$ cat config.mk
export PLATFORM = sky130hd
export DESIGN_NAME = vsync_extractor
export DESIGN_NICKNAME = d
export VERILOG_FILES = /design/src/rtl/vsx_pkg.sv /design/src/rtl/vsx_sync_edge.sv /design/src/rtl/vsx_low_meter.sv /design/src/rtl/vsx_pulse_fsm.sv /design/src/rtl/vsync_extractor.sv
export SDC_FILE = /design/constraint.sdc
export NUM_CORES = 1
export LEC_CHECK = 0
export ABC_AREA = 1
export BUFFER_PORTS_ARGS = -buffer_cell sky130_fd_sc_hd__buf_4
export CELL_PAD_IN_SITES_DETAIL_PLACEMENT = 1
export CELL_PAD_IN_SITES_GLOBAL_PLACEMENT = 2
export CORE_MARGIN = 2
export CORE_UTILIZATION = 36
export CTS_CLUSTER_SIZE = 20
export DETAILED_ROUTE_END_ITERATION = 7
export GPL_TIMING_DRIVEN = 0
export PLACE_DENSITY_LB_ADDON = 0.2
export RECOVER_POWER = 100
export SETUP_SLACK_MARGIN = 0.15
export SLEW_MARGIN = 40
export SYNTH_ARGS = -nofsm -noshare
export SYNTH_HDL_FRONTEND = slang
export SYNTH_SLANG_ARGS = --single-unit
$ cat constraint.sdc
create_clock -name clk -period 3.95 [get_ports clk]
set_input_delay 0.395 -clock clk [delete_from_list [all_inputs] [get_ports clk]]
set_output_delay 0.395 -clock clk [all_outputs]
set_load 0.005 [all_outputs]
$ cat src/rtl/vsx_pkg.sv
package vsx_pkg;

  // Launcher states
  typedef enum logic [1:0] {
    VS_IDLE  = 2'd0,  // waiting for a broad pulse
    VS_ARMED = 2'd1,  // broad pulse seen, waiting for edge or delay
    VS_PULSE = 2'd2,  // output high
    VS_WAIT  = 2'd3   // default pulse over, input still in vertical period
  } vs_state_e;

  // Idle level of the active-low sync line
  localparam logic SYNC_IDLE = 1'b1;

endpackage

$ cat src/rtl/vsx_sync_edge.sv
module vsx_sync_edge #(
  parameter int STAGES = 2
) (
  input  logic clk,
  input  logic rst_n,
  input  logic din,
  output logic lvl,
  output logic rise
);
  import vsx_pkg::*;

  localparam int LAST = STAGES - 1;

  logic [STAGES-1:0] chain_q;
  logic              prev_q;

  // Synchroniser chain, reset to the idle sync level
  always_ff @(posedge clk or negedge rst_n) begin
    if (!rst_n) begin
      chain_q <= {STAGES{SYNC_IDLE}};
    end else begin
      chain_q <= {chain_q[STAGES-2:0], din};
    end
  end

  // One more register to detect the low-to-high transition
  always_ff @(posedge clk or negedge rst_n) begin
    if (!rst_n) begin
      prev_q <= SYNC_IDLE;
    end else begin
      prev_q <= chain_q[LAST];
    end
  end

  assign lvl  = chain_q[LAST];
  assign rise = chain_q[LAST] & ~prev_q;

endmodule

$ cat src/rtl/vsx_low_meter.sv
module vsx_low_meter #(
  parameter int CNT_W = 16
) (
  input  logic             clk,
  input  logic             rst_n,
  input  logic             lvl,
  input  logic [CNT_W-1:0] thresh,
  output logic             hit
);
  localparam logic [CNT_W-1:0] CMAX = '1;
  localparam logic [CNT_W-1:0] ONE  = CNT_W'(1);

  logic [CNT_W-1:0] run_q;
  logic [CNT_W-1:0] run_d;

  // Length of the current low stretch including this cycle, saturating
  always_comb begin
    if (lvl) begin
      run_d = '0;
    end else if (run_q == CMAX) begin
      run_d = CMAX;
    end else begin
      run_d = run_q + ONE;
    end
  end

  always_ff @(posedge clk or negedge rst_n) begin
    if (!rst_n) begin
      run_q <= '0;
    end else begin
      run_q <= run_d;
    end
  end

  // Single-cycle strobe on the cycle the stretch reaches the threshold
  assign hit = !lvl && (thresh != '0) && (run_q != CMAX) && (run_d == thresh);

endmodule

$ cat src/rtl/vsx_pulse_fsm.sv
module vsx_pulse_fsm
  import vsx_pkg::*;
#(
  parameter int CNT_W = 16
) (
  input  logic             clk,
  input  logic             rst_n,
  input  logic             rise,
  input  logic             hit,
  input  logic [CNT_W-1:0] thresh,
  input  logic [CNT_W-1:0] delay,
  input  logic [CNT_W-1:0] width,
  output logic             vsync,
  output vs_state_e        state
);
  localparam logic [CNT_W-1:0] CMAX = '1;
  localparam logic [CNT_W-1:0] ONE  = CNT_W'(1);

  vs_state_e        state_q, state_d;
  logic [CNT_W-1:0] ecnt_q, ecnt_d;
  logic [CNT_W-1:0] wcnt_q, wcnt_d;
  logic [CNT_W-1:0] elapsed;
  logic [CNT_W-1:0] wid_eff;
  logic             pend_q, pend_d;
  logic             out_q, out_d;
  logic             launch;
  logic             launch_dflt;

  always_comb begin
    elapsed     = (ecnt_q == CMAX) ? CMAX : ecnt_q + ONE;
    wid_eff     = (width == '0) ? ONE : width;
    state_d     = state_q;
    ecnt_d      = ecnt_q;
    wcnt_d      = wcnt_q;
    pend_d      = pend_q;
    out_d       = out_q;
    launch      = 1'b0;
    launch_dflt = 1'b0;

    case (state_q)
      VS_IDLE: begin
        if (hit) begin
          if (thresh >= delay) begin
            // delay already used up by the recognition time
            launch      = 1'b1;
            launch_dflt = 1'b1;
          end else begin
            state_d = VS_ARMED;
            ecnt_d  = thresh;  // cycles since the stretch began
          end
        end
      end
      VS_ARMED: begin
        if (rise) begin
          launch = 1'b1;       // serration edge has priority on a tie
        end else if (elapsed >= delay) begin
          launch      = 1'b1;
          launch_dflt = 1'b1;
        end else begin
          ecnt_d = elapsed;
        end
      end
      VS_PULSE: begin
        if (rise) begin
          pend_d = 1'b0;       // input vertical period ended under the pulse
        end
        if (wcnt_q >= wid_eff) begin
          out_d   = 1'b0;
          state_d = (pend_q && !rise) ? VS_WAIT : VS_IDLE;
        end else begin
          wcnt_d = wcnt_q + ONE;
        end
      end
      VS_WAIT: begin
        if (rise) begin
          launch = 1'b1;       // retrigger on the end of the vertical period
        end
      end
      default: begin
        state_d = VS_IDLE;
      end
    endcase

    if (launch) begin
      state_d = VS_PULSE;
      out_d   = 1'b1;
      wcnt_d  = ONE;
      pend_d  = launch_dflt;
    end
  end

  always_ff @(posedge clk or negedge rst_n) begin
    if (!rst_n) begin
      state_q <= VS_IDLE;
      ecnt_q  <= '0;
      wcnt_q  <= '0;
      pend_q  <= 1'b0;
      out_q   <= 1'b0;
    end else begin
      state_q <= state_d;
      ecnt_q  <= ecnt_d;
      wcnt_q  <= wcnt_d;
      pend_q  <= pend_d;
      out_q   <= out_d;
    end
  end

  assign vsync = out_q;
  assign state = state_q;

endmodule

$ cat src/rtl/vsync_extractor.sv
module vsync_extractor
  import vsx_pkg::*;
#(
  parameter int CNT_W       = 16,
  parameter int SYNC_STAGES = 2
) (
  input  logic             clk,
  input  logic             rst_n,
  input  logic             csync_n,
  input  logic [CNT_W-1:0] cfg_thresh,
  input  logic [CNT_W-1:0] cfg_delay,
  input  logic [CNT_W-1:0] cfg_width,
  output logic             vsync
);

  logic [CNT_W-1:0] thr_q;
  logic [CNT_W-1:0] dly_q;
  logic [CNT_W-1:0] wid_q;
  logic             sync_lvl;
  logic             sync_rise;
  logic             broad_hit;
  vs_state_e        fsm_state;

  // Configuration is sampled only while reset is held
  always_ff @(posedge clk) begin
    if (!rst_n) begin
      thr_q <= cfg_thresh;
      dly_q <= cfg_delay;
      wid_q <= cfg_width;
    end
  end

  vsx_sync_edge #(
    .STAGES (SYNC_STAGES)
  ) u_sync (
    .clk   (clk),
    .rst_n (rst_n),
    .din   (csync_n),
    .lvl   (sync_lvl),
    .rise  (sync_rise)
  );

  vsx_low_meter #(
    .CNT_W (CNT_W)
  ) u_meter (
    .clk    (clk),
    .rst_n  (rst_n),
    .lvl    (sync_lvl),
    .thresh (thr_q),
    .hit    (broad_hit)
  );

  vsx_pulse_fsm #(
    .CNT_W (CNT_W)
  ) u_fsm (
    .clk    (clk),
    .rst_n  (rst_n),
    .rise   (sync_rise),
    .hit    (broad_hit),
    .thresh (thr_q),
    .delay  (dly_q),
    .width  (wid_q),
    .vsync  (vsync),
    .state  (fsm_state)
  );

endmodule

; Word level (Yosys, flattened, before mapping)
; Index checks and enable logic that the tools add are counted.
[word_totals]
register_bits = 103
inputBits = 51
output_inout_bits = 1
word_cells = 85
[classes]
addsub = 3
magnitude_cmp = 3
eq_ne = 15
n_mux = 32
bitwise = 2
n_reduce_logical = 19
[ops]
columns = cell, n
row1 = $mux W16, 11
row2 = $add A16 B1 Y16 const B, 3
row3 = $ge A16 B16 Y1, 3
row4 = $eq A16 B16 Y1 const B, 2
row5 = $pmux W16 S2, 1
row6 = $eq A16 B16 Y1, 1
row7 = $logic_not A16 Y1, 1
row8 = $ne A16 B16 Y1 const B, 1
row9 = $reduce_bool A16 Y1, 1
row10 = $mux W1, 12
row11 = $mux W2, 5
row12 = $ne A2 B2 Y1 const B, 4
row13 = $reduce_bool A2 Y1, 4
row14 = $ne A3 B2 Y1 const B, 2
row15 = $reduce_and A2 Y1, 3
row16 = $reduce_and A5 Y1, 1
row17 = $eq A2 B2 Y1 const B, 2
row18 = $logic_and A1 B1 Y1, 4
row19 = $pmux W2 S2, 1
row20 = $reduce_and A4 Y1, 1
row21 = $ne A3 B1 Y1 const B, 1
row22 = $pmux W1 S3, 1
row23 = $reduce_bool A3 Y1, 1
row24 = $eq A2 B1 Y1 const B, 1
row25 = 6 further kinds, 7

; Depth between registers and ports, before layout
; Gate-level depths: netlist of run 1.
[logic_depth]
depth_word = 9
mapped_depth = 24
mapped_depth_nobuf = 22

; Modules after synthesis
; Synthesis of run 1 repeated with hierarchy kept, for this count alone.
[unflattened]
hier_cells = 765
hier_area_um2 = 6526.3
[modules_own_cells]
columns = module, instances, cells_each, area_per_inst_um2, seq_area_each_um2
row1 = vsx_pulse_fsm, 1, 480, 3601.0, 900.9
row2 = vsync_extractor, 1, 49, 1445.1, 1441.4
row3 = vsx_low_meter, 1, 231, 1391.3, 400.4
row4 = vsx_sync_edge, 1, 5, 88.8, 78.8

; Worst setup path after synthesis of run 1
; OpenSTA, ideal clock, no wires.
[synth_timing]
path_type = register to register
from = register u_fsm.ecnt_q[0]
to = register u_fsm.ecnt_q[11]
setup_ns = 0.126
arrival_ns = 3.276
required_time_ns = 3.824
setup_slack_ns = 0.547
path_stages_with_launch = 23
period_less_slack_ns = 3.403
path_cell_list = dfrtp_1 ha_1 nand3_1 nor3_1 inv_1 nor3_1 nand3_1 nor3_1 a21oi_1 o21ai_0 ha_1 nand2_1 inv_1 nand3_1 inv_1 a21oi_1 nand3_1 a22oi_1 nand3_1 nor2_4 buf_6 buf_6 o21ai_0
[synth_via]
elab_chain_cells = 5
word_cells_on_any_way = 9
[synth_rtl]
columns = element, line
row1 = from (decl), vsx_pulse_fsm.sv:20  ; logic [CNT_W-1:0] ecnt_q, ecnt_d;
row2 = from (signal assigned), vsx_pulse_fsm.sv:101  ; ecnt_q <= ecnt_d;
row3 = $add A16 B1 Y16 or $eq A16 B16 Y1 (tied branches), vsx_pulse_fsm.sv:30  ; elapsed = (ecnt_q == CMAX) ? CMAX : ecnt_q + ONE;
row4 = $mux W16 *, vsx_pulse_fsm.sv:30
row5 = $ge A16 B16 Y1 or $mux W16 (tied branches), vsx_pulse_fsm.sv:56  ; end else if (elapsed >= delay) begin
row6 = $ne A2 B2 Y1 (no line) or $mux W16 (tied branches), n/a
row7 = $reduce_and A5 Y1 (no line) or $pmux W16 S2 (tied branches), n/a
; Mark *: on every way between the ends. The rest lies on a longest branch, timed or not. The select of a mux whose other input is x is not followed.
; A chain may end at the register's enable or synchronous reset.

; Final worst setup path of run 1
[layout_timing]
from = register u_fsm.ecnt_q[1]
to = register u_fsm.ecnt_q[4]
; Same word-level chain as after synthesis.

==> results of run 1 <==
registers in the layout, summed over array words and instances (netlist names):
name / flops
u_sync.prev_q: 1
u_meter.run_q: 16
u_fsm.pend_q: 1
u_sync.chain_q: 2
u_fsm.ecnt_q: 16
wid_q: 16
u_fsm.vsync: 1
thr_q: 16
u_fsm.wcnt_q: 16
u_fsm.state: 2
dly_q: 16
repair_timing:
item / in CTS / in global routing
cloned: 0 / 1
resized for setup: 12 / 26
setup buffers: 2 / 7
setup endpoints to repair: 36 / 36
hold endpoints to repair: 0 / 0
pin swaps: 1 / 11
per-stage QoR:
| step | utilization | instance area, um^2 | hold slack, ns |
|---|---|---|---|
| final | 0.4271 | 7620 | 0.0001320 |
| after CTS | 0.4212 | 7515 | 0.1266 |
| after global placement | 0.4009 | 7153 | 0.3500 |
| after floorplan | - | 6484 | 0.09941 |
| after detailed placement | 0.4022 | 7176 | 0.3546 |
| after global routing | 0.4271 | 7620 | 0.04941 |
worst paths after layout:
| check | startpoint | to | slack, ns | depth (start not counted) |
|---|---|---|---|---|
| worst min-delay path | rst_n | u_meter.run_q[14]$_DFF_PN0_ | 0.0001 | 1 |
| worst min register to register | u_sync.chain_q[0]$_DFF_PN1_ | u_sync.chain_q[1]$_DFF_PN1_ | 0.36 | 0 |
| worst max register to register | u_fsm.ecnt_q[1]$_DFFE_PN0P_ | u_fsm.ecnt_q[4]$_DFFE_PN0P_ | 0.29 | 21 |
| worst max-delay path | u_fsm.ecnt_q[1]$_DFFE_PN0P_ | u_fsm.ecnt_q[4]$_DFFE_PN0P_ | 0.29 | 21 |
| min in group clk | csync_n | u_sync.chain_q[0]$_DFF_PN1_ | 0.14 | 1 |
| max in group asynchronous | rst_n | u_fsm.ecnt_q[3]$_DFFE_PN0P_ | 3.51 | 1 |
worst max-delay path, stage by stage, from the launching register on:
cell,delay (ns)
dfrtp_1,0.44
ha_4,0.17
nand3_2,0.10
nor3_4,0.27
nand4_1,0.22
nor3_2,0.25
nand2_2,0.20
nand3_2,0.16
ha_1,0.25
a21oi_1,0.13
o21ai_1,0.09
nand2_1,0.08
o211ai_1,0.10
nand2_1,0.09
nand3_2,0.10
a22oi_2,0.18
nand3_2,0.17
nor2_4,0.16
buf_6,0.15
buf_8,0.14
nand2_1,0.07
o21ai_2,0.06
cell usage in the layout (no fill, tap or decap), drive strengths merged, types with 5 or more instances in the layout:
master / count
nor3: 22
nand4: 17
o21ai: 50
edfxtp: 48
inv: 130
xor2: 5
dfrtp: 52
buf: 17
a21oi: 38
nand3: 79
nand2: 225
nor2: 82
clkbuf: 67
ha: 51
power breakdown:
part | switching, uW | total (uW) | internal (uW)
Clock | 427 | 863 | 436
Combinational | 163 | 265 | 102
Sequential | 35.3 | 1210 | 1180
per-layer routing:
metal  share of wire  wire length (um)
met1            0.41              7939
met2            0.54             10410
met3           0.025               493
met4           0.028               543
met5               0                 0
cell usage after synthesis, types with 2 or more instances:
cell type,number,share of area
edfxtp_1,48,0.22
nand4_1,17,0.016
nand2_1,220,0.13
buf_4,2,0.0023
o21ai_1,5,0.0039
o211ai_1,3,0.0035
nand3_1,78,0.060
dfrtp_1,52,0.20
nor2_4,2,0.0035
dfstp_2,3,0.012
clkbuf_1,4,0.0023
a21oi_1,38,0.029
nand3b_1,3,0.0035
nor3_1,22,0.017
nand2_2,5,0.0048
o21bai_1,3,0.0035
o21ai_2,4,0.0054
a31oi_1,3,0.0029
o21ai_0,41,0.032
buf_6,3,0.0052
a21boi_0,2,0.0023
xor2_1,5,0.0068
nor4_1,2,0.0019
nor2_1,79,0.046
inv_1,124,0.072
inv_2,3,0.0017
clkinv_1,2,0.0012
ha_1,51,0.098
or2_2,2,0.0019
kinds of logic after synthesis:
group | share of synthesized area
buffers and inverters | 0.08587
adder cells (fa/ha/maj) | 0.09842
AO/OA/AOI/OAI | 0.08645
XOR/XNOR | 0.008105
AND/OR/NAND/NOR | 0.2860
flip-flops | 0.4352
area by class of cell:
type	count	area (um^2)
Fill cell	2193	10220
Multi-Input combinational cell	592	3219
Sequential cell	103	2821
Inverter	129	488.0
Timing Repair Buffer	62	462.9
Tap cell	229	286.5
Clock buffer	11	232.7
Buffer	11	68.82
Clock inverter	5	40.04
==> flow_summary_export.csv, run 1 <==
group,metric,value,unit
clock_tree,ctsRootBufferMaster,"clkbuf_16",
placement,place_hpwl,15390,um
placement,port_buffers,51,
power,ir_worst_vdd,0.0002320,V
global_route,grt_pass1_wl,31500,um
finish,stdcell_count,1142,
global_route,grt-busiest-layer,"met2",
logic_synthesis,synthFlopType,"dfrtp_1",
run_status,status,"finished with violations",
sta,post-route-min-period,3.661,ns
finish,antenna_cells,0,
sta,slew_viol_final,30,
run_status,violations,"max-capacitance violations, max-slew violations",
logic_synthesis,ys.warnings.count,0,
sta,skew,0.01066,ns
clock_tree,cts_buffer_depth,2,
floorplanning,core,17840,um^2
placement,dp.cells,1116,
sta,hold_violations,0,
sta,relSlewSlack,-0.1689,
logic_synthesis,ys_ff_latch,103,
sta,finalSetupViolCount,0,
sta,tightest_slew,1.753,ns
setup_path,critical_path_class,"reg -> reg",
setup_path,end_kind,"flop",
route,drt-initial-drc-count,207,
logic_synthesis,netlist_instances,835,
logic_synthesis,synth-edff-count,48,
floorplanning,die_x,138.2,um
global_route,antenna_found_initial,0,
clock_tree,cts_tree,"done",
route,first_pass_iters,6,
logic_synthesis,syn-cell-area,6484,um^2
route,vias_per_cell,5.160,
sta,setup_tns,0,ns
sta,fin_ws,0.2892,ns
power,powerDensity,307.2,nW/um^2
floorplanning,pin_count,52,
route,wl_per_cell,16.98,um
logic_synthesis,async_flop_share,0.5340,
clock_tree,cts_max_level,3,
route,vias,5893,
logic_synthesis,syn_nets,937,
setup_path,start_kind,"flop",
global_route,grt-ovfl-total,0,
logic_synthesis,synth_area_per_cell,7.765,um^2
global_route,grt_max_degree,57,
route,drtAntennaViolNets,0,
floorplanning,rows,49,
placement,preCtsSetupSlack,-0.6312,ns
global_route,grtUsageMet2,0.3955,
sta,fmax,273.2,MHz
placement,gp_congestion,0.8427,
floorplanning,die_area,19100,um^2
global_route,grt_pass1_vias,6486,
setup_path,crit_arrival,3.95,ns
power,finalPower,2341,uW
setup_path,critPathRequiredTime,4.24,ns
sta,rsz0062_at_grt,"false",
clock_tree,cts.sinks,103,
global_route,grt_usage,0.2064,
route,drt_wl_total,19390,um
finish,syn2layout_area_growth,17.52,%
logic_synthesis,synth.distinct_cells,38,
run,maxCapViolCount,1,
global_route,grtUsageMet1,0.2273,
route,post-route-drc-count,0,
clock_tree,cts_buffers,9,
floorplanning,die_height,138.2,um
sta,fin_crit_sh,0.9268,
floorplanning,initial_utilization,0.3634,
global_route,grt_use_met3,0.03498,
setup_path,path_max_fanout,10,
hold_path,hp-class,"in -> async",
clock_tree,postCtsHoldBufs,0,
logic_synthesis,ys_seq_area_frac,0.4352,
finish,layout.nets,1010,
finish,drive_gt1_frac,0.1292,
power,p_leak,0.003783,uW
clock_tree,clkTransAtPathRegs,0.07,ns
clock_tree,clock_latency,0.36,ns
No activity file was read; power rests on OpenSTA's default activity.
==> run 2, diff against run 1 <==
Clock period 3.95 ns to 4.14 ns, I/O delays scaled along.
==> flow_summary_export.csv, run 2 (synthesis gave the netlist of run 1 again) <==
group,metric,value,unit
global_route,grt_usage,0.2059,
sta,hold_violations,0,
finish,antenna_cells,0,
placement,gp_congestion,0.8427,
power,p_leak,0.003703,uW
floorplanning,pin_count,52,
run_status,violations,"max-capacitance violations, max-slew violations",
finish,stdcell_count,1137,
sta,fin_ws,0.3922,ns
global_route,grt_pass1_wl,31430,um
clock_tree,cts_buffer_depth,2,
clock_tree,cts_max_level,3,
sta,fin_crit_sh,0.9053,
finish,final_common_cell,"nand2_1",
route,first_pass_iters,6,
setup_path,worstRegToRegCells,23,
finish,final_util,0.4216,
global_route,grt_pass1_vias,6462,
setup_path,crit_arrival,4.02,ns
placement,dp.cells,1116,
floorplanning,rows,49,
sta,tightest_slew,1.774,ns
hold_path,hp-class,"in -> async",
setup_path,end_kind,"flop",
finish,layout.nets,1005,
setup_path,path_max_fanout,10,
sta,slew_viol_final,30,
setup_path,critical_path_class,"reg -> reg",
floorplanning,core,17840,um^2
setup_path,critPathRequiredTime,4.41,ns
clock_tree,cts.sinks,103,
setup_path,r2r-start,"u_fsm.ecnt_q[0]$_DFFE_PN0P_",
sta,fmax,266.8,MHz
clock_tree,cts_buffers,9,
setup_path,start_kind,"flop",
setup_path,critPathMaxStageDelay,0.43,ns
setup_path,cp_cell_sequence,"ha_4 -> nand3_2 -> nor3_4 -> inv_1 -> nor3_2 -> nand3_2 -> nor2_4 -> buf_4 -> or2_2 -> ha_1 -> a21oi_1 -> o21ai_0 -> nand2_1 -> o211ai_1 -> nand2_1 -> nand3_1 -> a22oi_2 -> nand3_2 -> nor2_4 -> buf_6 -> buf_6 -> nand2_1 -> o21ai_0",
power,switching_share,0.2671,
sta,relSlewSlack,-0.1825,
route,drtAntennaViolNets,0,
power,pwr-share-comb,0.112,
global_route,grt_max_degree,57,
clock_tree,postCtsHoldBufs,0,
global_route,grt-ovfl-total,0,
sta,post-route-min-period,3.748,ns
power,power.switching,596.1,uW
placement,port_buffers,51,
power,clockPowerShare,0.369,
run_status,status,"finished with violations",
sta,rsz0062_at_grt,"false",
setup_path,r2r_end,"u_fsm.ecnt_q[4]$_DFFE_PN0P_",
floorplanning,die_x,138.2,um
route,post-route-drc-count,0,
finish,drive_gt1_frac,0.1134,
global_route,antenna_found_initial,0,
sta,skew,0.01092,ns
route,vias,5818,
power,power.internal,1636,uW
clock_tree,clkTransAtPathRegs,0.07,ns
route,wl_per_cell,16.74,um
finish,syn2layout_area_growth,16.02,%
run,maxCapViolCount,1,
clock_tree,cts_tree,"done",
clock_tree,clock_latency,0.36,ns
power,seqPwrFrac,0.518,
floorplanning,die_area,19100,um^2
floorplanning,initial_utilization,0.3634,
sta,finalSetupViolCount,0,
placement,preCtsSetupSlack,-0.4412,ns
finish,final_cell_mix,"nand2_1 (222), inv_1 (124), nor2_1 (79)",
route,drt_wl_total,19040,um
power,ir_worst_vdd,0.0002208,V
setup_path,reg2reg_slack,0.39,ns
clock_tree,ctsRootBufferMaster,"clkbuf_16",
power,finalPower,2232,uW
placement,place_hpwl,15390,um
power,powerDensity,296.7,nW/um^2
setup_path,slowest_stage,"dfrtp_1",
route,vias_per_cell,5.117,
route,drt-initial-drc-count,186,
floorplanning,die_height,138.2,um
-- run 2: changes by cell type in the layout (fill, tap and decap cells not counted), sizes merged --
| cell | delta |
|---|---|
| buf | -7 |
| clkbuf | +2 |
-- run 2: worst max-delay path by stage --
stage	slack, ns	start	cells past startpoint	end
detailed placement	-0.44	u_fsm.ecnt_q[1]$_DFFE_PN0P_	21	u_fsm.ecnt_q[4]$_DFFE_PN0P_
finish	0.39	u_fsm.ecnt_q[0]$_DFFE_PN0P_	23	u_fsm.ecnt_q[4]$_DFFE_PN0P_
CTS	0.16	u_fsm.ecnt_q[0]$_DFFE_PN0P_	23	u_fsm.ecnt_q[4]$_DFFE_PN0P_
global route	0.09	u_fsm.ecnt_q[0]$_DFFE_PN0P_	20	u_fsm.vsync$_DFFE_PN0P_
global placement	-0.38	u_fsm.ecnt_q[1]$_DFFE_PN0P_	23	u_fsm.ecnt_q[3]$_DFFE_PN0P_
floorplan	0.74	u_fsm.ecnt_q[0]$_DFFE_PN0P_	22	u_fsm.ecnt_q[11]$_DFFE_PN0P_
-- run 2: repair_timing --
| action | 4_1_cts | 5_1_grt |
|---|---|---|
| pin swaps | 1 | 6 |
| setup buffers | 1 | 4 |
| gates resized for setup | 6 | 18 |
| setup endpoints to repair | 36 | 36 |
-- run 2: metal layers --
layer / vias up / track usage / share of wire
met1: 2813 / 0.2275 / 0.41
met2: 83 / 0.3947 / 0.54
li1: 2888 / - / -
met5: - / 0 / 0
met3: 34 / 0.03498 / 0.029
met4: 0 / 0.07358 / 0.028
-- run 2: area by class of cell --
type | count | area [um^2]
timing repair buffer | 57 | 427.9
multi-input combinational | 592 | 3164
clock inverter | 5 | 40.04
buffer | 11 | 60.06
clock buffer | 11 | 232.7
tap | 229 | 286.5
sequential | 103 | 2823
inverter | 129 | 488.0
fill | 2197 | 10320
-- run 2: stage by stage --
stage               setup TNS, ns  hold WS (ns)  cell area (um^2)
global placement           -5.871        0.3500              7153
detailed placement         -7.443        0.3546              7176
CTS                             0        0.1456              7485
floorplan                       0        0.1184              6484
finish                          0       0.01890              7522
global route                    0       0.06845              7522
-- run 2: worst max-delay path, delay by kind of cell, from the launching register on --
kind	cells	cell delay (ns)
adders and majority gates	2	0.41
DFF	1	0.43
buffers and inverters	4	0.55
and+or+nand+nor	12	1.64
AOI/OAI and AO/OA	5	0.62
-- run 2: power groups by stage --
stage / clock, uW / sequential, uW / combinational (uW)
2_1_floorplan: 0 / 1160 / 142
3_3_place_gp: 0 / 1180 / 236
3_5_place_dp: 0 / 1180 / 254
4_1_cts: 850 / 1160 / 257
5_1_grt: 888 / 1160 / 292
6_report: 824 / 1160 / 251
